--- src/rtl/tmr_pkg.sv ---
package tmr_pkg;
    localparam int BYTE_W = 8;
    localparam int CNT_W  = 2 * BYTE_W;

    typedef enum logic [1:0] {
        ACC_FREEZE = 2'b00,
        ACC_LSB    = 2'b01,
        ACC_MSB    = 2'b10,
        ACC_WORD   = 2'b11
    } acc_e;

    typedef struct packed {
        acc_e       acc;
        logic [2:0] mode;
        logic       bcd;
    } ctrl_t;

    typedef enum logic [1:0] {
        LD_EMPTY = 2'b00,
        LD_HALF  = 2'b01,
        LD_PEND  = 2'b10,
        LD_RUN   = 2'b11
    } ld_e;

    typedef enum logic [1:0] {
        RP_LIVE_LO = 2'b00,
        RP_LIVE_HI = 2'b01,
        RP_HELD_LO = 2'b10,
        RP_HELD_HI = 2'b11
    } rp_e;
endpackage

--- src/rtl/tmr_bus_dec.sv ---
module tmr_bus_dec
    import tmr_pkg::*;
#(
    parameter int N_CNT  = 3,
    parameter int ADDR_W = 2
) (
    input  logic [ADDR_W-1:0] addr,
    input  logic              rd_stb,
    input  logic              wr_stb,
    input  logic [BYTE_W-1:0] wdata,
    output logic [N_CNT-1:0]  ctl_wr,
    output logic [N_CNT-1:0]  frz_cmd,
    output logic [N_CNT-1:0]  sta_cmd,
    output logic [N_CNT-1:0]  data_wr,
    output logic [N_CNT-1:0]  data_rd
);
    localparam logic [ADDR_W-1:0] CTL_ADDR = ADDR_W'(N_CNT);

    logic       cmd_wr;
    logic [1:0] sel;
    logic       snap;

    assign cmd_wr = wr_stb && (addr == CTL_ADDR);
    assign sel    = wdata[7:6];
    assign snap   = (sel == 2'b11) && !wdata[0];

    for (genvar i = 0; i < N_CNT; i++) begin : g_dec
        logic own;
        assign own        = cmd_wr && (sel == 2'(i));
        assign ctl_wr[i]  = own && (wdata[5:4] != 2'b00);
        assign frz_cmd[i] = (own && (wdata[5:4] == 2'b00)) ||
                            (cmd_wr && snap && !wdata[5] && wdata[i+1]);
        assign sta_cmd[i] = cmd_wr && snap && !wdata[4] && wdata[i+1];
        assign data_wr[i] = wr_stb && (addr == ADDR_W'(i));
        assign data_rd[i] = rd_stb && (addr == ADDR_W'(i));
    end
endmodule

--- src/rtl/tmr_cnt_core.sv ---
module tmr_cnt_core
    import tmr_pkg::*;
(
    input  logic              clk,
    input  logic              rst_n,
    input  logic              ctl_wr,
    input  ctrl_t             ctl_in,
    input  logic              data_wr,
    input  logic [BYTE_W-1:0] wbyte,
    input  logic              tick,
    input  logic              gate,
    output ctrl_t             ctrl_q,
    output logic [CNT_W-1:0]  cur_q,
    output logic              null_q,
    output logic              out_q
);
    ld_e              state_q, state_d;
    logic [CNT_W-1:0] cr_q;

    // state register
    always_ff @(posedge clk) begin
        if (!rst_n) state_q <= LD_EMPTY;
        else        state_q <= state_d;
    end

    // next-state logic
    always_comb begin
        state_d = state_q;
        if (ctl_wr) begin
            state_d = LD_EMPTY;
        end else if (data_wr) begin
            unique case (ctrl_q.acc)
                ACC_WORD: state_d = (state_q == LD_HALF) ? LD_PEND : LD_HALF;
                ACC_LSB, ACC_MSB, ACC_FREEZE: state_d = LD_PEND;
            endcase
        end else begin
            unique case (state_q)
                LD_PEND: if (tick) state_d = LD_RUN;
                LD_EMPTY, LD_HALF, LD_RUN: state_d = state_q;
            endcase
        end
    end

    assign null_q = (state_q != LD_RUN);

    // datapath and outputs
    always_ff @(posedge clk) begin
        if (!rst_n) begin
            ctrl_q <= '{acc: ACC_WORD, mode: 3'b000, bcd: 1'b0};
            cr_q   <= '0;
            cur_q  <= '0;
            out_q  <= 1'b0;
        end else if (ctl_wr) begin
            ctrl_q <= ctl_in;
            out_q  <= 1'b0;
        end else if (data_wr) begin
            unique case (ctrl_q.acc)
                ACC_LSB: cr_q <= {{BYTE_W{1'b0}}, wbyte};
                ACC_MSB: cr_q <= {wbyte, {BYTE_W{1'b0}}};
                ACC_WORD, ACC_FREEZE: begin
                    if (state_q == LD_HALF) cr_q[CNT_W-1:BYTE_W] <= wbyte;
                    else                    cr_q[BYTE_W-1:0]     <= wbyte;
                end
            endcase
        end else if (state_q == LD_PEND && tick) begin
            cur_q <= cr_q;
            out_q <= (cr_q == '0);
        end else if (state_q == LD_RUN && tick && gate && cur_q != '0) begin
            cur_q <= cur_q - CNT_W'(1);
            if (cur_q == CNT_W'(1)) out_q <= 1'b1;
        end
    end

    assert_out_zero_R11: assert property (@(posedge clk) disable iff (!rst_n)
        out_q |-> (cur_q == '0));

    assert_setup_clears_R5: assert property (@(posedge clk) disable iff (!rst_n)
        $past(ctl_wr) |-> (null_q && !out_q));

    assert_copy_in_R9: assert property (@(posedge clk) disable iff (!rst_n)
        ($past(state_q == LD_PEND) && $past(tick) && !$past(ctl_wr) && !$past(data_wr))
        |-> (!null_q && cur_q == $past(cr_q)));

    assert_gate_hold_R10: assert property (@(posedge clk) disable iff (!rst_n)
        ($past(state_q == LD_RUN) && !$past(gate) && !$past(ctl_wr) && !$past(data_wr))
        |-> (cur_q == $past(cur_q)));
endmodule

--- src/rtl/tmr_rd_path.sv ---
module tmr_rd_path
    import tmr_pkg::*;
(
    input  logic              clk,
    input  logic              rst_n,
    input  logic              ctl_wr,
    input  acc_e              acc,
    input  logic              frz_cmd,
    input  logic              sta_cmd,
    input  logic              data_rd,
    input  logic [CNT_W-1:0]  cur,
    input  logic [BYTE_W-1:0] sta_now,
    output logic [BYTE_W-1:0] rd_byte
);
    rp_e               state_q, state_d;
    logic [CNT_W-1:0]  hold_q;
    logic              sta_q;
    logic [BYTE_W-1:0] sta_byte_q;
    logic              held;
    logic              cnt_rd;

    assign held   = (state_q == RP_HELD_LO) || (state_q == RP_HELD_HI);
    assign cnt_rd = data_rd && !sta_q;

    // state register
    always_ff @(posedge clk) begin
        if (!rst_n) state_q <= RP_LIVE_LO;
        else        state_q <= state_d;
    end

    // next-state logic
    always_comb begin
        state_d = state_q;
        if (ctl_wr) begin
            state_d = RP_LIVE_LO;
        end else begin
            unique case (state_q)
                RP_LIVE_LO: begin
                    if (frz_cmd)                        state_d = RP_HELD_LO;
                    else if (cnt_rd && acc == ACC_WORD) state_d = RP_LIVE_HI;
                end
                RP_LIVE_HI: begin
                    if (frz_cmd)     state_d = RP_HELD_HI;
                    else if (cnt_rd) state_d = RP_LIVE_LO;
                end
                RP_HELD_LO: begin
                    if (cnt_rd) state_d = (acc == ACC_WORD) ? RP_HELD_HI : RP_LIVE_LO;
                end
                RP_HELD_HI: begin
                    if (cnt_rd) state_d = RP_LIVE_LO;
                end
            endcase
        end
    end

    // frozen copies
    always_ff @(posedge clk) begin
        if (!rst_n) begin
            hold_q     <= '0;
            sta_q      <= 1'b0;
            sta_byte_q <= '0;
        end else if (ctl_wr) begin
            sta_q <= 1'b0;
        end else begin
            if (frz_cmd && !held) hold_q <= cur;
            if (sta_cmd && !sta_q) begin
                sta_q      <= 1'b1;
                sta_byte_q <= sta_now;
            end else if (data_rd && sta_q) begin
                sta_q <= 1'b0;
            end
        end
    end

    // output byte select
    always_comb begin
        logic [CNT_W-1:0] src;
        logic             hi_sel;
        src = held ? hold_q : cur;
        unique case (acc)
            ACC_MSB:  hi_sel = 1'b1;
            ACC_WORD: hi_sel = (state_q == RP_LIVE_HI) || (state_q == RP_HELD_HI);
            ACC_LSB, ACC_FREEZE: hi_sel = 1'b0;
        endcase
        if (sta_q)       rd_byte = sta_byte_q;
        else if (hi_sel) rd_byte = src[CNT_W-1:BYTE_W];
        else             rd_byte = src[BYTE_W-1:0];
    end

    assert_seq_low_R4: assert property (@(posedge clk) disable iff (!rst_n)
        (acc != ACC_WORD) |-> (state_q == RP_LIVE_LO || state_q == RP_HELD_LO));

    assert_hold_stable_R2: assert property (@(posedge clk) disable iff (!rst_n)
        (held && $past(held) && !$past(ctl_wr)) |-> $stable(hold_q));

    assert_status_first_R8: assert property (@(posedge clk) disable iff (!rst_n)
        ($past(data_rd) && $past(sta_q) && !$past(ctl_wr) && !$past(frz_cmd))
        |-> (state_q == $past(state_q)));

    assert_status_kept_R12: assert property (@(posedge clk) disable iff (!rst_n)
        ($past(sta_q) && !$past(data_rd) && !$past(ctl_wr))
        |-> (sta_q && $stable(sta_byte_q)));
endmodule

--- src/rtl/tmr_rdbk_if.sv ---
module tmr_rdbk_if
    import tmr_pkg::*;
#(
    parameter  int N_CNT  = 3,
    localparam int ADDR_W = $clog2(N_CNT + 1)
) (
    input  logic              clk,
    input  logic              rst_n,
    input  logic [ADDR_W-1:0] addr,
    input  logic              rd_stb,
    input  logic              wr_stb,
    input  logic [BYTE_W-1:0] wdata,
    output logic [BYTE_W-1:0] rdata,
    input  logic [N_CNT-1:0]  cnt_tick,
    input  logic [N_CNT-1:0]  gate,
    output logic [N_CNT-1:0]  out_pin
);
    logic [N_CNT-1:0]  ctl_wr, frz_cmd, sta_cmd, data_wr, data_rd;
    logic [BYTE_W-1:0] rd_byte [N_CNT];

    tmr_bus_dec #(.N_CNT(N_CNT), .ADDR_W(ADDR_W)) u_dec (
        .addr    (addr),
        .rd_stb  (rd_stb),
        .wr_stb  (wr_stb),
        .wdata   (wdata),
        .ctl_wr  (ctl_wr),
        .frz_cmd (frz_cmd),
        .sta_cmd (sta_cmd),
        .data_wr (data_wr),
        .data_rd (data_rd)
    );

    for (genvar i = 0; i < N_CNT; i++) begin : g_cnt
        ctrl_t             ctrl;
        logic [CNT_W-1:0]  cur;
        logic              nul;
        logic              outq;

        tmr_cnt_core u_core (
            .clk     (clk),
            .rst_n   (rst_n),
            .ctl_wr  (ctl_wr[i]),
            .ctl_in  (ctrl_t'(wdata[5:0])),
            .data_wr (data_wr[i]),
            .wbyte   (wdata),
            .tick    (cnt_tick[i]),
            .gate    (gate[i]),
            .ctrl_q  (ctrl),
            .cur_q   (cur),
            .null_q  (nul),
            .out_q   (outq)
        );

        tmr_rd_path u_rd (
            .clk     (clk),
            .rst_n   (rst_n),
            .ctl_wr  (ctl_wr[i]),
            .acc     (ctrl.acc),
            .frz_cmd (frz_cmd[i]),
            .sta_cmd (sta_cmd[i]),
            .data_rd (data_rd[i]),
            .cur     (cur),
            .sta_now ({outq, nul, ctrl}),
            .rd_byte (rd_byte[i])
        );

        assign out_pin[i] = outq;
    end

    always_comb begin
        rdata = '0;
        for (int i = 0; i < N_CNT; i++) begin
            if (addr == ADDR_W'(i)) rdata = rd_byte[i];
        end
    end
endmodule

--- config.mk ---
export PLATFORM = sky130hd
export DESIGN_NAME = tmr_rdbk_if
export DESIGN_NICKNAME = d
export VERILOG_FILES = /design/src/rtl/tmr_pkg.sv /design/src/rtl/tmr_bus_dec.sv /design/src/rtl/tmr_cnt_core.sv /design/src/rtl/tmr_rd_path.sv /design/src/rtl/tmr_rdbk_if.sv
export SDC_FILE = /design/constraint.sdc
export NUM_CORES = 1
export LEC_CHECK = 0
export BUFFER_PORTS_ARGS = -buffer_cell sky130_fd_sc_hd__buf_2
export CAP_MARGIN = 20
export CORE_MARGIN = 4
export CORE_UTILIZATION = 50
export CTS_CLUSTER_SIZE = 10
export DETAILED_ROUTE_END_ITERATION = 16
export GPL_TIMING_DRIVEN = 0
export PLACE_DENSITY_LB_ADDON = 0.1
export SLEW_MARGIN = 5
export SYNTH_ARGS = -nofsm -noshare
export SYNTH_HDL_FRONTEND = slang
export SYNTH_SLANG_ARGS = --single-unit
--- constraint.sdc ---
create_clock -name clk -period 2.75 [get_ports clk]
set_input_delay 0.275 -clock clk [delete_from_list [all_inputs] [get_ports clk]]
set_output_delay 0.275 -clock clk [all_outputs]
set_load 0.02 [all_outputs]
==> results of run 1 <==
## cell usage in the layout, fill, tap and decap left out, drive strengths merged, types with 4 or more instances in the layout
cell type  instances
a211oi            16
a21o               5
a21oi            138
a22oi              4
a311oi             7
and2               5
and3               7
and3b              6
buf               66
clkbuf            96
dfxtp            204
ha                22
inv               27
mux2i             73
mux4              24
nand2            172
nand2b            12
nand3             60
nand3b             7
nand4             11
nor2             162
nor2b             10
nor3              39
nor3b              5
nor4              24
o211ai            10
o21ai             29
o22ai              6
o311ai            13
o31ai             28
o32ai              6
or2                6
or3                8
or4                4
## worst reg2reg max path: stages (launching register included)
cell and delay, ns:
dfxtp_1 0.37, nor4_2 0.59, nand4_1 0.28, o211ai_1 0.41, clkbuf_1 0.40, o21ai_0 0.17
a21oi_1 0.18
## per-stage QoR
stage          power, W  TNS [ns]   util  hold slack, ns  std cells
3_5_place_dp    0.00389     -3.39  0.533           0.447       1585
6_report        0.00691     -1.15  0.582           0.151       1628
3_3_place_gp    0.00389     -3.25  0.533           0.445       1584
2_1_floorplan   0.00365         0      -           0.437       1285
4_1_cts         0.00692     -1.11  0.580           0.136       1628
5_1_grt         0.00715     -1.65  0.582           0.154       1628
## report_power, final
| part | leakage [nW] | switching, W | total, W | internal [W] |
|---|---|---|---|---|
| sequential | 1.65 | 0.0000633 | 0.00306 | 0.00300 |
| combinational | 2.60 | 0.000512 | 0.000817 | 0.000305 |
| clock | 0.351 | 0.00124 | 0.00304 | 0.00179 |
## path summary, 6_finish.rpt
check,end,cells after the start
max reg2reg,g_cnt[2].u_core.cur_q[5]$_SDFFE_PN0P_,6
min,g_cnt[1].u_core.cr_q[15]$_SDFFE_PN0P_,3
min reg2reg,g_cnt[0].u_core.ctrl_q[2]$_SDFFE_PN0P_,2
max,rdata[4],8
## routing by layer
| metal | track usage | vias up |
|---|---|---|
| met5 | 0 | - |
| met4 | 0.0706 | 0 |
| met3 | 0.0520 | 54 |
| met2 | 0.427 | 450 |
| met1 | 0.421 | 4829 |
| li1 | - | 4747 |
## logic make-up (layout without fill, tap and decap cells)
kind of cell,after synthesis,count (layout),share of synthesized area
and+or+nand+nor,546,546,0.243
AOI/OAI and AO/OA,292,292,0.175
adders and majority gates,22,22,0.0256
xor gates and xnor gates,1,1,0.000814
buffers and inverters,123,191,0.0550
muxes,97,97,0.122
DFF,204,204,0.379
## flip-flops by register name, summed over array words and instances, names as in the netlist
register and cells:
g_cnt.u_core.ctrl_q 18, g_cnt.u_rd.hold_q 48, g_cnt.u_core.cur_q 48, g_cnt.u_rd.sta_q 3
g_cnt.u_rd.sta_byte_q 24, g_cnt.u_core.state_q 6, g_cnt.u_core.cr_q 48, g_cnt.u_core.out_q 3
g_cnt.u_rd.state_q 6
## synth_stat cells (6+ instances only)
master	count	area [um2]
nand3_1	60	300
and3b_1	6	52.6
nor2_1	162	608
clkbuf_1	59	221
mux4_1	11	289
a311oi_1	7	61.3
or3_1	8	50.1
o32ai_1	6	52.6
buf_2	15	75.1
nor2b_1	10	62.6
ha_1	22	275
nor4_1	21	131
o21ai_1	6	30.0
buf_6	6	67.6
and3_1	7	43.8
a211oi_1	12	90.1
nand4_1	10	62.6
inv_1	25	93.8
mux4_2	13	293
buf_4	8	60.1
o22ai_1	6	37.5
o21ai_0	23	115
o31ai_1	26	195
mux2i_1	73	731
nand3b_1	7	52.6
nor3_1	37	185
a21oi_1	136	681
nand2b_1	12	75.1
nand2_1	172	646
o311ai_0	12	105
o211ai_1	9	67.6
dfxtp_1	204	4080
## area by class of cell
type,count,area [um2],area share
Multi-Input combinational cell,958,6290,0.513
Sequential cell,204,4110,0.335
Clock buffer,35,683,0.0557
Buffer,96,492,0.0401
Tap cell,275,344,0.0281
Timing Repair Buffer,32,210,0.0171
Inverter,26,103,0.00836
Clock inverter,2,38.8,0.00316
## what timing repair did
| item | 4_1_cts | 5_1_grt |
|---|---|---|
| setup buffers | 7 | 0 |
| resized for setup | 65 | 12 |
| hold endpoints to repair | 0 | 0 |
| pin swaps | 9 | 3 |
| setup endpoints to repair | 8 | 8 |
==> impl_metrics.py, run 1 <==
metrics = {
    "status": {
        "outcome": "complete, but fails checks",
        "violations": "negative setup slack",
    },
    "setup_path": {
        "path_buf_inv": 3,
        "crit_slowest_cell": "mux4_2",
        "r2r_slack_ns": 0.28,
        "path_cells": "inv_4 > ha_4 > o31ai_4 > buf_12 > mux4_2 > mux2i_4 > a211oi_2 > buf_4",
        "crit_family": "multiplexers",
        "crit_arrival_ns": 2.63,
        "worstSetupStartpoint": "g_cnt[2].u_core.ctrl_q[4]$_SDFFE_PN1P_",
        "crit_path_max_fanout": 8,
        "path_class": "reg2out",
        "required_ns": 2.48,
        "rr_startpoint": "g_cnt[2].u_core.cur_q[4]$_SDFFE_PN0P_",
        "start_kind": "register",
        "endpoint_kind": "output pin",
        "crit_path_max_incr_delay_ns": 0.57,
    },
    "drt": {
        "highest-signal-layer": "met4",
        "wl_met3_um": 3220,
        "via_count": 10100,
        "wire_per_inst_um": 21.2,
        "wl_met1_um": 15600,
        "drt-initial-drc-count": 904,
        "avgViaCountPerCell": 6.19,
        "wl_um": 34600,
        "drc": 0,
        "drt_first_pass_iters": 5,
        "routed-wl-met2_um": 15000,
        "final_antenna_net_count": 0,
    },
    "job": {
        "drv_cap": 0,
    },
    "logic_synthesis": {
        "ys_warn_count": 0,
        "yosysSeqAreaShare": 0.379,
        "synthCells": 1285,
        "synth.distinct_cells": 77,
        "ys_ff_latch": 204,
        "netlist_area_um2": 10800,
        "postSynthNetCount": 1327,
        "syn_area_per_cell_um2": 8.38,
        "yosys_most_used_dff": "dfxtp_1",
        "async_flop_share": 0,
        "synth_edf_count": 0,
    },
    "sta": {
        "slew_headroom": 0.273,
        "finalSetupViolCount": 8,
        "period_share": 1.06,
        "worst_slack_ns": -0.154,
        "worst_slew_pin_slew_ns": 1.08,
        "drv_slew": 0,
        "period_needed_ns": 2.90,
        "skew_ns": 0.0109,
        "rsz0062_at_grt": "true",
        "fmax_mhz": 344,
        "hold_viol": 0,
    },
    "cts": {
        "clk_pin_slew_ns": 0.06,
        "insertion_delay_ns": 0.52,
        "clk_path_buf_depth": 3,
        "cts_tree": "built",
        "cts_sinks": 204,
        "root_buffer": "clkbuf_16",
        "htree_levels": 1,
        "cts_hold_buf": 0,
        "numCtsBuffers": 25,
    },
    "global_routing": {
        "overflow": 0,
        "antenna_found_initial": 0,
        "grt_pass1_vias": 9307,
        "grt_pass1_wl_um": 54000,
        "grt_max_degree": 13,
        "grtUsageTotal": 0.283,
    },
    "power_and_ir_drop": {
        "cellPowerDensity_nw_per_um2": 564,
        "ir_drop_uv": 423,
        "p_leak_nw": 4.59,
    },
    "worst_hold_path": {
        "hold_start": "wdata[7]",
        "min_path_type": "in2reg",
    },
    "placed_design": {
        "dp_hpwl_um": 24800,
        "place_congestion": 0.923,
        "port_buffers": 24,
        "dpl_worst_slack_ns": -0.456,
        "postPlaceCellArea_um2": 11200,
    },
    "floorplanning": {
        "die_h_um": 155,
        "die_w_um": 155,
        "start_util": 0.511,
        "num_rows": 53,
        "ios": 31,
        "die_area_um2": 23900,
        "core_um2": 21100,
    },
    "finish": {
        "fillers": 1970,
        "final_area_um2": 12300,
        "area_growth_syn_to_layout_pct": 13.9,
        "layout.nets": 1385,
        "n_antenna_cell": 0,
        "drive_gt1_frac": 0.138,
    },
}
(Power assumes the default switching activity.)
==> run 2: changes to the inputs <==
Settings changed: GPL_TIMING_DRIVEN 0 to 1.
==> impl_metrics.py, run 2 (synthesis results as in run 1) <==
metrics = {
    "setup_path": {
        "required_ns": 2.48,
        "crit_path_max_fanout": 8,
        "path_class": "reg2out",
        "crit_arrival_ns": 2.57,
        "ff2ff_path_depth": 7,
        "rr_startpoint": "g_cnt[1].u_core.cur_q[1]$_SDFFE_PN0P_",
        "timing.critical_path.to": "rdata[3]",
        "r2r-end": "g_cnt[1].u_core.cur_q[10]$_SDFFE_PN0P_",
        "start_kind": "register",
        "worstSetupStartpoint": "g_cnt[2].u_core.ctrl_q[5]$_SDFFE_PN1P_",
        "endpoint_kind": "output pin",
        "r2r_slack_ns": 0.50,
    },
    "power_and_ir_drop": {
        "p_leak_nw": 4.64,
        "pwr-share-seq": 0.459,
        "pwr-share-clk": 0.424,
        "sw_frac_of_total": 0.261,
        "ir_drop_uv": 440,
        "cell_internal_pwr_w": 0.00494,
        "cellPowerDensity_nw_per_um2": 553,
        "power_switching_w": 0.00174,
        "p_comb_frac": 0.117,
    },
    "cts": {
        "htree_levels": 1,
        "clk_pin_slew_ns": 0.06,
        "cts_tree": "built",
        "numCtsBuffers": 25,
        "cts_sinks": 204,
        "root_buffer": "clkbuf_16",
        "clk_path_buf_depth": 3,
        "insertion_delay_ns": 0.51,
    },
    "sta": {
        "hold_viol": 0,
        "period_needed_ns": 2.85,
        "slew_headroom": 0.365,
        "rsz0062_at_grt": "true",
        "hold_ws_ns": 0.109,
        "fmax_mhz": 351,
        "worst_slew_pin_slew_ns": 0.951,
        "period_share": 1.04,
        "drv_slew": 0,
        "worst_slack_ns": -0.0976,
        "finalSetupViolCount": 8,
        "skew_ns": 0.0108,
    },
    "floorplanning": {
        "core_um2": 21100,
        "die_w_um": 155,
        "num_rows": 53,
        "die_area_um2": 23900,
        "start_util": 0.511,
        "ios": 31,
        "die_h_um": 155,
    },
    "drt": {
        "drt-initial-drc-count": 688,
        "drc": 0,
        "via_count": 9648,
        "drt_first_pass_iters": 5,
        "wl_um": 32400,
        "wire_per_inst_um": 20.3,
        "final_antenna_net_count": 0,
        "avgViaCountPerCell": 6.06,
    },
    "global_routing": {
        "antenna_found_initial": 0,
        "grt_max_degree": 59,
        "grtUsageTotal": 0.264,
        "grt_pass1_vias": 8806,
        "overflow": 0,
        "grt_pass1_wl_um": 50900,
    },
    "finish": {
        "area_growth_syn_to_layout_pct": 12.1,
        "n_antenna_cell": 0,
        "layout_common_cells": "198 x dfxtp_1, 172 x nand2_1, 162 x nor2_1",
        "layout.nets": 1350,
        "regArea_um2": 4100,
        "finalNonFillerCells": 1591,
        "final_common_cell": "dfxtp_1",
        "multi_input_area_um2": 6200,
        "final_core_util": 0.573,
        "fillers": 1951,
        "final_area_um2": 12100,
        "drive_gt1_frac": 0.154,
        "largestRegisters": "g_cnt.u_core.cr_q (48), g_cnt.u_core.cur_q (48), g_cnt.u_rd.hold_q (48)",
    },
    "status": {
        "outcome": "complete, but fails checks",
        "violations": "negative setup slack",
    },
    "placed_design": {
        "dpl_worst_slack_ns": 0.134,
        "place_congestion": 0.873,
        "port_buffers": 30,
        "dp_hpwl_um": 22700,
        "dp.cells": 1549,
        "postPlaceCellArea_um2": 11200,
    },
    "job": {
        "drv_cap": 0,
    },
    "worst_hold_path": {
        "min_path_type": "in2reg",
    },
}
-- run 2: cell count changes in the layout (fill, tap and decap cells not counted), sizes merged --
cell | previous run | this run
bufbuf | 1 | 0
inv | 27 | 26
clkinv | 0 | 3
bufinv | 1 | 0
buf | 66 | 93
clkbuf | 96 | 32
-- run 2: what timing repair did --
item	CTS	global route
pin swaps	12	2
buffers inserted	6	0
setup endpoints to repair	8	8
hold buffers	0	0
gates resized for setup	53	1
-- run 2: layer usage --
layer	GRT usage	wire (um)
met1	0.414	15600
met5	0	0
met4	0.0648	730
met2	0.378	13600
met3	0.0428	2400
-- run 2: worst min-delay path by stage --
stage	depth (start not counted)	end	start
6_report	3	g_cnt[0].u_core.cr_q[6]$_SDFFE_PN0P_	wdata[6]
5_1_grt	3	g_cnt[0].u_core.cr_q[14]$_SDFFE_PN0P_	wdata[6]
4_1_cts	3	g_cnt[0].u_core.cr_q[14]$_SDFFE_PN0P_	wdata[6]
2_1_floorplan	2	g_cnt[0].u_core.ctrl_q[0]$_SDFFE_PN0P_	g_cnt[0].u_core.ctrl_q[0]$_SDFFE_PN0P_
3_5_place_dp	2	g_cnt[1].u_core.ctrl_q[0]$_SDFFE_PN0P_	g_cnt[1].u_core.ctrl_q[0]$_SDFFE_PN0P_
3_3_place_gp	2	g_cnt[1].u_core.ctrl_q[2]$_SDFFE_PN0P_	g_cnt[1].u_core.ctrl_q[2]$_SDFFE_PN0P_
-- run 2: power by group through the flow --
stage | combinational [W] | clock [W] | sequential, W
floorplan | 0.000554 | 0 | 0.00310
global placement | 0.000748 | 0 | 0.00313
detailed placement | 0.000746 | 0 | 0.00313
CTS | 0.000769 | 0.00288 | 0.00306
global route | 0.000851 | 0.00298 | 0.00307
finish | 0.000780 | 0.00283 | 0.00306
-- run 2: stage by stage --
step | total power [W] | TNS, ns
4_1_cts | 0.00671 | -0.603
5_1_grt | 0.00690 | -1.51
3_3_place_gp | 0.00388 | 0
3_5_place_dp | 0.00387 | 0
6_report | 0.00668 | -0.487
2_1_floorplan | 0.00365 | 0
-- run 2: layout make-up --
type,count,share of cell area
clock buffers,32,0.0540
flip-flops and latches,204,0.339
repair buffers,93,0.0545
inverters,26,0.00870
multi-input cells,958,0.514
well taps,275,0.0285
clock inverters,3,0.00124
-- run 2: critical path: stages (launching register included) --
cell and delay (ns):
dfxtp_4 0.37, inv_4 0.05, ha_4 0.16, o31ai_4 0.24
buf_6 0.19, mux4_2 0.54, mux2i_4 0.22, a211oi_2 0.12
buf_4 0.17
